===== src/rtl/ivring_writer.sv =====
module ivring_writer #(
  parameter int MAX_LOG2 = 14
) (
  input  logic         clk,
  input  logic         rst_n,
  input  logic         vec_valid,
  output logic         vec_ready,
  input  logic [127:0] vec_data,
  input  logic         reg_wr,
  input  logic [2:0]   reg_addr,
  input  logic [31:0]  reg_wdata,
  output logic [31:0]  reg_rdata,
  output logic         mem_valid,
  input  logic         mem_ready,
  output logic [39:0]  mem_addr,
  output logic [31:0]  mem_data,
  output logic         irq
);
  localparam int PW = MAX_LOG2 + 2;

  typedef enum logic [1:0] {S_IDLE, S_WORD, S_WB} state_t;
  state_t state;

  logic          ring_en, irq_en, wb_en, rearm;
  logic [4:0]    size_f, sz;
  logic [31:0]   base_q, wb_lo;
  logic [7:0]    wb_hi;
  logic [PW-1:0] rptr, wptr, nxt_ptr, mask, adv, rptr_new;
  logic          ovf, hit_q, pend, wb_q;
  logic [127:0]  vec_q;
  logic [1:0]    idx;
  logic          wr_ctl, wr_base, wr_rptr, wr_wptr, wr_wbl, wr_wbh;
  logic          accept, commit, ovf_clr, wptr_wr;
  logic [31:0]   wb_val;

  assign sz       = (size_f > 5'(MAX_LOG2)) ? 5'(MAX_LOG2) : size_f;
  assign mask     = {PW{1'b1}} >> (5'(MAX_LOG2) - sz);
  assign adv      = (wptr + PW'(16)) & mask;
  assign rptr_new = reg_wdata[PW-1:0] & mask;

  assign wr_ctl  = reg_wr && reg_addr == 3'd0;
  assign wr_base = reg_wr && reg_addr == 3'd1;
  assign wr_rptr = reg_wr && reg_addr == 3'd2;
  assign wr_wptr = reg_wr && reg_addr == 3'd3;
  assign wr_wbl  = reg_wr && reg_addr == 3'd4;
  assign wr_wbh  = reg_wr && reg_addr == 3'd5;
  assign ovf_clr = wr_ctl && reg_wdata[31];
  assign wptr_wr = wr_wptr && !ring_en && state == S_IDLE;

  assign vec_ready = ring_en && state == S_IDLE;
  assign accept    = vec_valid && vec_ready;
  assign mem_valid = state != S_IDLE;
  assign commit    = mem_ready && ((state == S_WB) ||
                     (state == S_WORD && idx == 2'd3 && !wb_q));

  assign wb_val   = {ovf | hit_q, {(31-PW){1'b0}}, nxt_ptr};
  assign mem_addr = (state == S_WB) ? {wb_hi, wb_lo}
                  : {base_q, 8'h00} + {{(40-PW){1'b0}}, wptr} + {35'd0, idx, 2'b00};
  assign mem_data = (state == S_WB) ? wb_val : vec_q[{idx, 5'b0} +: 32];
  assign irq      = irq_en && pend;

  always_comb begin
    case (reg_addr)
      3'd0:    reg_rdata = {23'd0, size_f, rearm, wb_en, irq_en, ring_en};
      3'd1:    reg_rdata = base_q;
      3'd2:    reg_rdata = {{(32-PW){1'b0}}, rptr};
      3'd3:    reg_rdata = {ovf, {(31-PW){1'b0}}, wptr};
      3'd4:    reg_rdata = wb_lo;
      3'd5:    reg_rdata = {24'd0, wb_hi};
      default: reg_rdata = 32'd0;
    endcase
  end

  always_ff @(posedge clk or negedge rst_n) begin
    if (!rst_n) begin
      ring_en <= 1'b0;
      irq_en  <= 1'b0;
      wb_en   <= 1'b0;
      rearm   <= 1'b0;
      size_f  <= 5'd0;
      base_q  <= 32'd0;
      wb_lo   <= 32'd0;
      wb_hi   <= 8'd0;
    end else begin
      if (wr_ctl) begin
        ring_en <= reg_wdata[0];
        irq_en  <= reg_wdata[1];
        wb_en   <= reg_wdata[2];
        rearm   <= reg_wdata[3];
        size_f  <= reg_wdata[8:4];
      end
      if (wr_base) base_q <= reg_wdata;
      if (wr_wbl)  wb_lo  <= reg_wdata;
      if (wr_wbh)  wb_hi  <= reg_wdata[7:0];
    end
  end

  always_ff @(posedge clk or negedge rst_n) begin
    if (!rst_n) begin
      state   <= S_IDLE;
      idx     <= 2'd0;
      vec_q   <= '0;
      nxt_ptr <= '0;
      hit_q   <= 1'b0;
      wb_q    <= 1'b0;
    end else begin
      case (state)
        S_IDLE: if (accept) begin
          vec_q   <= vec_data;
          nxt_ptr <= adv;
          hit_q   <= adv == rptr;
          wb_q    <= wb_en;
          idx     <= 2'd0;
          state   <= S_WORD;
        end
        S_WORD: if (mem_ready) begin
          if (idx == 2'd3) state <= wb_q ? S_WB : S_IDLE;
          idx <= idx + 2'd1;
        end
        S_WB: if (mem_ready) state <= S_IDLE;
        default: state <= S_IDLE;
      endcase
    end
  end

  always_ff @(posedge clk or negedge rst_n) begin
    if (!rst_n) begin
      wptr <= '0;
      rptr <= '0;
      ovf  <= 1'b0;
      pend <= 1'b0;
    end else begin
      if (wptr_wr)     wptr <= reg_wdata[PW-1:0];
      else if (commit) wptr <= nxt_ptr;
      if (wr_rptr) rptr <= rptr_new;
      if (ovf_clr) ovf <= 1'b0;
      if (commit && hit_q) ovf <= 1'b1;
      if (commit)       pend <= 1'b1;
      else if (wr_rptr) pend <= rearm && (rptr_new != wptr);
      else if (wptr_wr) pend <= 1'b0;
    end
  end
endmodule


===== config.mk =====
export PLATFORM = sky130hd
export DESIGN_NAME = ivring_writer
export DESIGN_NICKNAME = d
export VERILOG_FILES = /design/src/rtl/ivring_writer.sv
export SDC_FILE = /design/constraint.sdc
export NUM_CORES = 1
export LEC_CHECK = 0
export BUFFER_PORTS_ARGS = -buffer_cell sky130_fd_sc_hd__buf_2
export CORE_UTILIZATION = 58
export CTS_BUF_LIST = sky130_fd_sc_hd__clkbuf_4
export CTS_CLUSTER_DIAMETER = 150
export DETAILED_ROUTE_END_ITERATION = 16
export PLACE_DENSITY = 0.83
export SLEW_MARGIN = 20
export SYNTH_ARGS = -nofsm -noshare
export SYNTH_HDL_FRONTEND = slang
export SYNTH_SLANG_ARGS = --single-unit

===== constraint.sdc =====
create_clock -name clk -period 5 [get_ports clk]
set_input_delay 1 -clock clk [delete_from_list [all_inputs] [get_ports clk]]
set_output_delay 1 -clock clk [all_outputs]
set_load 0.02 [all_outputs]

==> results of run 1 <==
==> final cells by class <==
class	count	area [um2]	area share, %
well taps	324	405	2.38
flip-flops and latches	265	6630	38.9
repair buffers	296	1560	9.14
inverters	17	63.8	0.374
multi-input cells	1191	7450	43.7
diodes	2	5.00	0.0293
clock buffers	103	773	4.53
clock inverters	21	171	1.00
==> where the power goes <==
| group | internal, mW | leakage [nW] | switching (mW) |
|---|---|---|---|
| combinational | 1.78 | 4.57 | 2.53 |
| clock | 1.10 | 0.549 | 0.914 |
| sequential | 2.93 | 3.30 | 0.778 |
| total | 5.81 | 8.42 | 4.22 |
==> logic make-up after synthesis <==
group,after synthesis,share of synthesized area [%]
adder cells (fa/ha/maj),15,1.34
flip-flops,265,45.7
AO/OA/AOI/OAI,218,9.58
AND/OR/NAND/NOR,734,21.6
multiplexers,158,14.5
buffers and inverters,121,3.38
XOR/XNOR,66,3.98
==> cells in the final DEF, fill, tap and decap left out, drive strengths merged, types with 4 or more instances in the layout <==
| cell | instances |
|---|---|
| xnor2 | 40 |
| a22oi | 30 |
| clkinv | 15 |
| inv | 19 |
| nand3 | 15 |
| o31ai | 7 |
| buf | 296 |
| nor4 | 12 |
| or3 | 6 |
| nor2 | 60 |
| nor3 | 11 |
| nand2 | 553 |
| dfrtp | 265 |
| xor2 | 26 |
| and3 | 9 |
| o21ai | 78 |
| nand4 | 10 |
| mux2i | 33 |
| o22ai | 12 |
| a21oi | 37 |
| and2 | 20 |
| nor2b | 10 |
| mux2 | 92 |
| clkbuf | 103 |
| o211ai | 7 |
| o21a | 7 |
| nand2b | 6 |
| mux4 | 33 |
| nor3b | 5 |
| a21o | 4 |
| ha | 14 |
| a211oi | 6 |
==> state kept, by name, indices dropped and copies added (netlist names), 2 cells and up <==
register and flops:
base_q 32, vec_q 128, nxt_ptr 16, rptr 16, size_f 5, wb_hi 8, state 2, idx 2
wb_lo 32, wptr 16
==> path summary, 6_finish.rpt <==
path / end
worst min-delay path: wb_hi[0]
max in group asynchronous: vec_q[125]
worst max-delay path: mem_addr[29]
worst min register to register: vec_q[113]
min in group clk: vec_q[113]
worst max register to register: pend
==> layer usage <==
metal  share of wire [%]  global-route usage [%]  routed length [um]
met5               0.052                       0                  23
met4                 3.3                    14.4                1440
met3                 9.8                    8.57                4310
met2                  47                    55.0               20600
met1                  40                    46.4               17800
==> per-stage QoR <==
| stage | setup slack, ns | hold WS [ns] | area [um2] | total power, mW |
|---|---|---|---|---|
| 5_1_grt | 0.149 | 0.422 | 17100 | 10.6 |
| 4_1_cts | 0.349 | 0.398 | 17000 | 10.0 |
| 3_3_place_gp | 1.12 | 0.453 | 16100 | 7.82 |
| 2_1_floorplan | 0.835 | 0.440 | 14500 | 6.47 |
| 3_5_place_dp | 1.04 | 0.458 | 16100 | 7.94 |
| 6_report | 0.329 | 0.349 | 17100 | 10.0 |
==> flow_metrics.py, run 1 <==
metrics = {
    "outcome": {
        "outcome": "completed",
    },
    "floorplan": {
        "initial_core_util_pct": 59.4,
        "dieArea_mm2": 0.0257,
        "ioPinCount": 275,
        "die_x_um": 160,
        "core_mm2": 0.0245,
        "placementRows": 57,
        "die_h_um": 160,
    },
    "yosys": {
        "yosys_warnings": 0,
        "avgSynthCellArea_um2": 9.21,
        "synth_cells": 1577,
        "yosys_most_used_dff": "dfrtp_1",
        "syn_nets": 1760,
        "synth_cell_types": 77,
        "synth_top_area_share_pct": 45.7,
        "synthArstFlopShare_pct": 100,
        "ys_seq_area_share_pct": 45.7,
        "netlist_area_mm2": 0.0145,
        "synth_area_leaders": "dfrtp_1, nand2_1, mux2_2",
        "yosys-top-cells-count": "nand2_1, dfrtp_1, mux2_2",
        "synth_edf_count": 0,
        "synth.most_common_cell": "nand2_1",
        "synth_seq_cells": 265,
        "yosys.area.top_type": "dfrtp_1",
    },
    "cts": {
        "cts_max_path_buffers": 3,
        "cts_buffers": 71,
        "cts_root_buf": "clkbuf_4",
        "clk_pin_slew_ns": 0.07,
        "cts_hold_buf": 0,
        "htree_num_levels": 3,
        "clk_latency_ns": 0.70,
        "cts_setup_buffers": 0,
        "tritoncts": "built",
        "post_cts_resized": 0,
        "clock_sinks": 265,
    },
    "place": {
        "port_buffers": 274,
        "dpl.cell_count": 2093,
        "dp_hpwl_mm": 31.1,
        "globalplace.congestion": 0.998,
    },
    "finish": {
        "fin_nets": 2025,
        "final_core_util_pct": 69.7,
        "final_cells": 2219,
        "drive_gt1_share_pct": 29.4,
        "fill_cells": 1938,
        "synthToLayoutAreaGrowth_pct": 17.4,
    },
    "critical_path": {
        "cp-start-kind": "flop",
        "cp_slowest_stage_delay_ns": 0.70,
        "r2r-start": "size_f[2]",
        "cpMaxStageDelayCell": "a2111oi_2",
        "cp-startpoint": "wptr[9]",
        "required_ns": 4.00,
        "r2r_setup_slack_ns": 1.29,
        "path_cells": "ha_1 > a21oi_1 > o31ai_1 > a2111oi_2 > nor2_1 > and4_1 > xnor2_1 > o21ai_0 > buf_2",
        "criticalPathCategory": "flop to output pin",
        "crit_cells": 9,
        "crit_fanout": 8,
        "critPathArrivalTime_ns": 3.67,
        "cp-end-kind": "output pin",
        "crit_family": "compound AO/OA/AOI/OAI gates",
        "ff2ff_path_depth": 10,
        "crit_buf_inv": 1,
    },
    "timing": {
        "finClkSkew_ns": 0.0530,
        "max-slew-margin-rel_pct": 36.0,
        "report.final.slew_viol_count": 0,
        "hold_viol_final": 0,
        "finalCritPeriodShare_pct": 93.4,
        "fmax_mhz": 214,
        "fin_tns_setup_ns": 0,
        "layout_min_cycle_time_ns": 4.67,
        "tightest_slew_ns": 0.958,
        "setup_viol": 0,
        "rsz0062_at_grt": "no",
    },
    "routing": {
        "drt_iter0_markers": 1271,
        "vias_per_cell": 5.92,
        "first_pass_iters": 8,
        "route.detailed.drc": 0,
        "wl_per_cell_um": 19.9,
        "drt-total-wl_mm": 44.1,
        "antenna_left": 0,
        "vias": 13100,
    },
    "global_routing": {
        "antenna_found_initial": 5,
        "grt_pass1_wl_mm": 69.6,
        "grtUsageTotal_pct": 34.9,
        "grt_max_degree": 112,
        "grt_overflow": 0,
        "first_global_vias": 12800,
    },
    "pwr": {
        "leakagePower_nw": 8.42,
        "ir_worst_vdd_mv": 0.401,
        "power.density_mw_per_mm2": 588,
    },
    "job": {
        "drv_cap": 0,
    },
    "hold_path": {
        "hp-class": "input port to async pin",
    },
}
Power figures use the tool's default switching activity.
==> run 2: changes to the inputs <==
--- a/config.mk
+++ b/config.mk
@@ -6,11 +6,10 @@
 export NUM_CORES = 1
 export LEC_CHECK = 0
 export BUFFER_PORTS_ARGS = -buffer_cell sky130_fd_sc_hd__buf_2
-export CORE_UTILIZATION = 58
+export CORE_UTILIZATION = 35
 export CTS_BUF_LIST = sky130_fd_sc_hd__clkbuf_4
 export CTS_CLUSTER_DIAMETER = 150
 export DETAILED_ROUTE_END_ITERATION = 16
-export PLACE_DENSITY = 0.83
 export SLEW_MARGIN = 20
 export SYNTH_ARGS = -nofsm -noshare
 export SYNTH_HDL_FRONTEND = slang
==> run 2 against run 1 <==
  * Sequential share of layout area fell by 0.79 points
  * Die area rose by 65%
  * Core utilization fell by 27 points
  * Combinational power rose by 1%
  * Power rose by 1.5%
  * Maximum frequency fell by 0.96%
  * Clock-buffer cell count rose by 12
  * Final area rose by 2.1%
  * Non-clock buffer count rose by 1
  * Global-route usage fell by 11 points
  * Register-to-register slack barely moved
  * Largest power group unchanged
==> flow_metrics.py, run 2 (synthesis gave the netlist of run 1 again) <==
metrics = {
    "floorplan": {
        "dieArea_mm2": 0.0423,
        "die_x_um": 206,
        "core_mm2": 0.0409,
        "initial_core_util_pct": 35.5,
        "die_h_um": 206,
        "placementRows": 74,
        "ioPinCount": 275,
    },
    "timing": {
        "setup_viol": 0,
        "report.final.slew_viol_count": 0,
        "finalCritPeriodShare_pct": 94.3,
        "max-slew-margin-rel_pct": 32.1,
        "tightest_slew_ns": 1.01,
        "rsz0062_at_grt": "no",
        "hold_viol_final": 0,
        "finClkSkew_ns": 0.0438,
        "fin_tns_setup_ns": 0,
        "fmax_mhz": 212,
        "layout_min_cycle_time_ns": 4.72,
    },
    "pwr": {
        "p_clk_share_pct": 20.9,
        "power.total_mw": 10.2,
        "p_seq_share_pct": 36.3,
        "p_comb_share_pct": 42.8,
        "switching_power_mw": 4.34,
        "power.density_mw_per_mm2": 584,
        "swShare_pct": 42.7,
        "ir_worst_vdd_mv": 0.303,
        "leakagePower_nw": 8.48,
        "p_int_mw": 5.83,
    },
    "critical_path": {
        "cp-end-kind": "output pin",
        "criticalPathCategory": "flop to output pin",
        "r2r_setup_slack_ns": 1.29,
        "required_ns": 4.00,
        "ff2ff_path_depth": 10,
        "crit_fanout": 10,
        "critPathArrivalTime_ns": 3.72,
        "cp-start-kind": "flop",
    },
    "finish": {
        "regMostFlops": "vec_q",
        "final_common_cell": "nand2_1",
        "synthToLayoutAreaGrowth_pct": 19.9,
        "fin_nets": 2035,
        "largest_reg_flops": 128,
        "top_regs": "vec_q x128, base_q x32, wb_lo x32",
        "final_cell_area_mm2": 0.0174,
        "fill_cells": 4175,
        "mostFrequentLayoutCells": "nand2_1, buf_2, dfrtp_1, clkbuf_4, mux2_2",
        "drive_gt1_share_pct": 30.1,
    },
    "cts": {
        "tritoncts": "built",
        "cts_root_buf": "clkbuf_4",
        "htree_num_levels": 3,
        "cts_buffers": 80,
        "clk_pin_slew_ns": 0.06,
        "cts_setup_buffers": 0,
        "cts_max_path_buffers": 3,
        "clock_sinks": 265,
        "clk_latency_ns": 0.77,
    },
    "routing": {
        "vias_per_cell": 5.25,
        "route.detailed.drc": 0,
        "first_pass_iters": 6,
        "drt-total-wl_mm": 49.4,
        "antenna_left": 0,
        "vias": 12800,
        "drt_iter0_markers": 1093,
        "wl_per_cell_um": 20.2,
    },
    "global_routing": {
        "first_global_vias": 12800,
        "grt_max_degree": 96,
        "grt_pass1_wl_mm": 76.0,
        "grtUsageTotal_pct": 23.7,
        "antenna_found_initial": 5,
        "grt_overflow": 0,
    },
    "place": {
        "placed_area_mm2": 0.0164,
        "port_buffers": 274,
        "globalplace.congestion": 0.969,
        "dp_hpwl_mm": 35.4,
    },
    "job": {
        "drv_cap": 0,
    },
    "outcome": {
        "outcome": "completed",
    },
    "hold_path": {
        "hp-class": "input port to async pin",
    },
}
[run 2: changes by cell type in the layout (fill, tap and decap cells not counted), sizes merged]
cell / previous run / this run
bufinv: 3 / 1
clkbuf: 103 / 115
buf: 296 / 297
clkinv: 15 / 23
clkinvlp: 1 / 2
[run 2: final cells by class]
cell class / count / area (um2) / share of cell area [%]
Multi-Input combinational cell: 1191 / 7460 / 42.9
Inverter: 17 / 63.8 / 0.366
Clock buffer: 115 / 863 / 4.96
Timing Repair Buffer: 297 / 1570 / 9.00
Tap cell: 532 / 666 / 3.82
Antenna cell: 2 / 5.00 / 0.0287
Sequential cell: 265 / 6630 / 38.1
Clock inverter: 28 / 154 / 0.884
[run 2: worst max-delay path, stage by stage, from the launching register on]
cell     delay [ns]
dfrtp_1        0.44
ha_1           0.22
inv_1          0.06
fa_1           0.46
o31ai_2        0.37
a31oi_1        0.22
o21a_1         0.35
nor4_1         0.40
xnor2_1        0.10
o21ai_0        0.14
buf_2          0.19
[run 2: through the flow]
stage | hold WS [ns] | util [%] | std cells | setup slack [ns]
6_report | 0.216 | 42.6 | 2447 | 0.284
5_1_grt | 0.224 | 42.5 | 2446 | 0.00333
4_1_cts | 0.203 | 42.5 | 2445 | 0.182
3_5_place_dp | 0.459 | 40.0 | 2302 | 1.05
3_3_place_gp | 0.453 | 40.0 | 2302 | 1.09
2_1_floorplan | 0.440 | - | 1577 | 0.835
[run 2: path summary, 6_finish.rpt]
path                              start      endpoint
min reg2reg                   vec_q[34]     vec_q[34]
max                             wptr[2]  mem_addr[32]
min                               rst_n      wb_lo[8]
min in group clk           vec_data[12]     vec_q[12]
max reg2reg                   size_f[2]          pend
max in group asynchronous         rst_n     vec_q[87]
[run 2: per-layer routing]
layer,GRT usage [%],vias up,wire (um)
met5,0,-,18
met1,32.2,6181,21600
met2,36.6,601,22200
met4,7.41,4,914
li1,-,5985,-
met3,6.56,73,4680
[run 2: power by group through the flow]
stage / registers, mW / clock network [mW] / logic (mW)
global placement: 3.67 / 0 / 4.33
CTS: 3.67 / 2.20 / 4.38
detailed placement: 3.71 / 0 / 4.36
global route: 3.78 / 2.31 / 4.81
finish: 3.69 / 2.12 / 4.35
floorplan: 3.34 / 0 / 3.13
[run 2: timing repair]
item	in CTS	in global routing
resized for setup	0	2
hold buffers	0	0
endpoints found under the hold margin	0	0
endpoints found under the setup margin	0	3
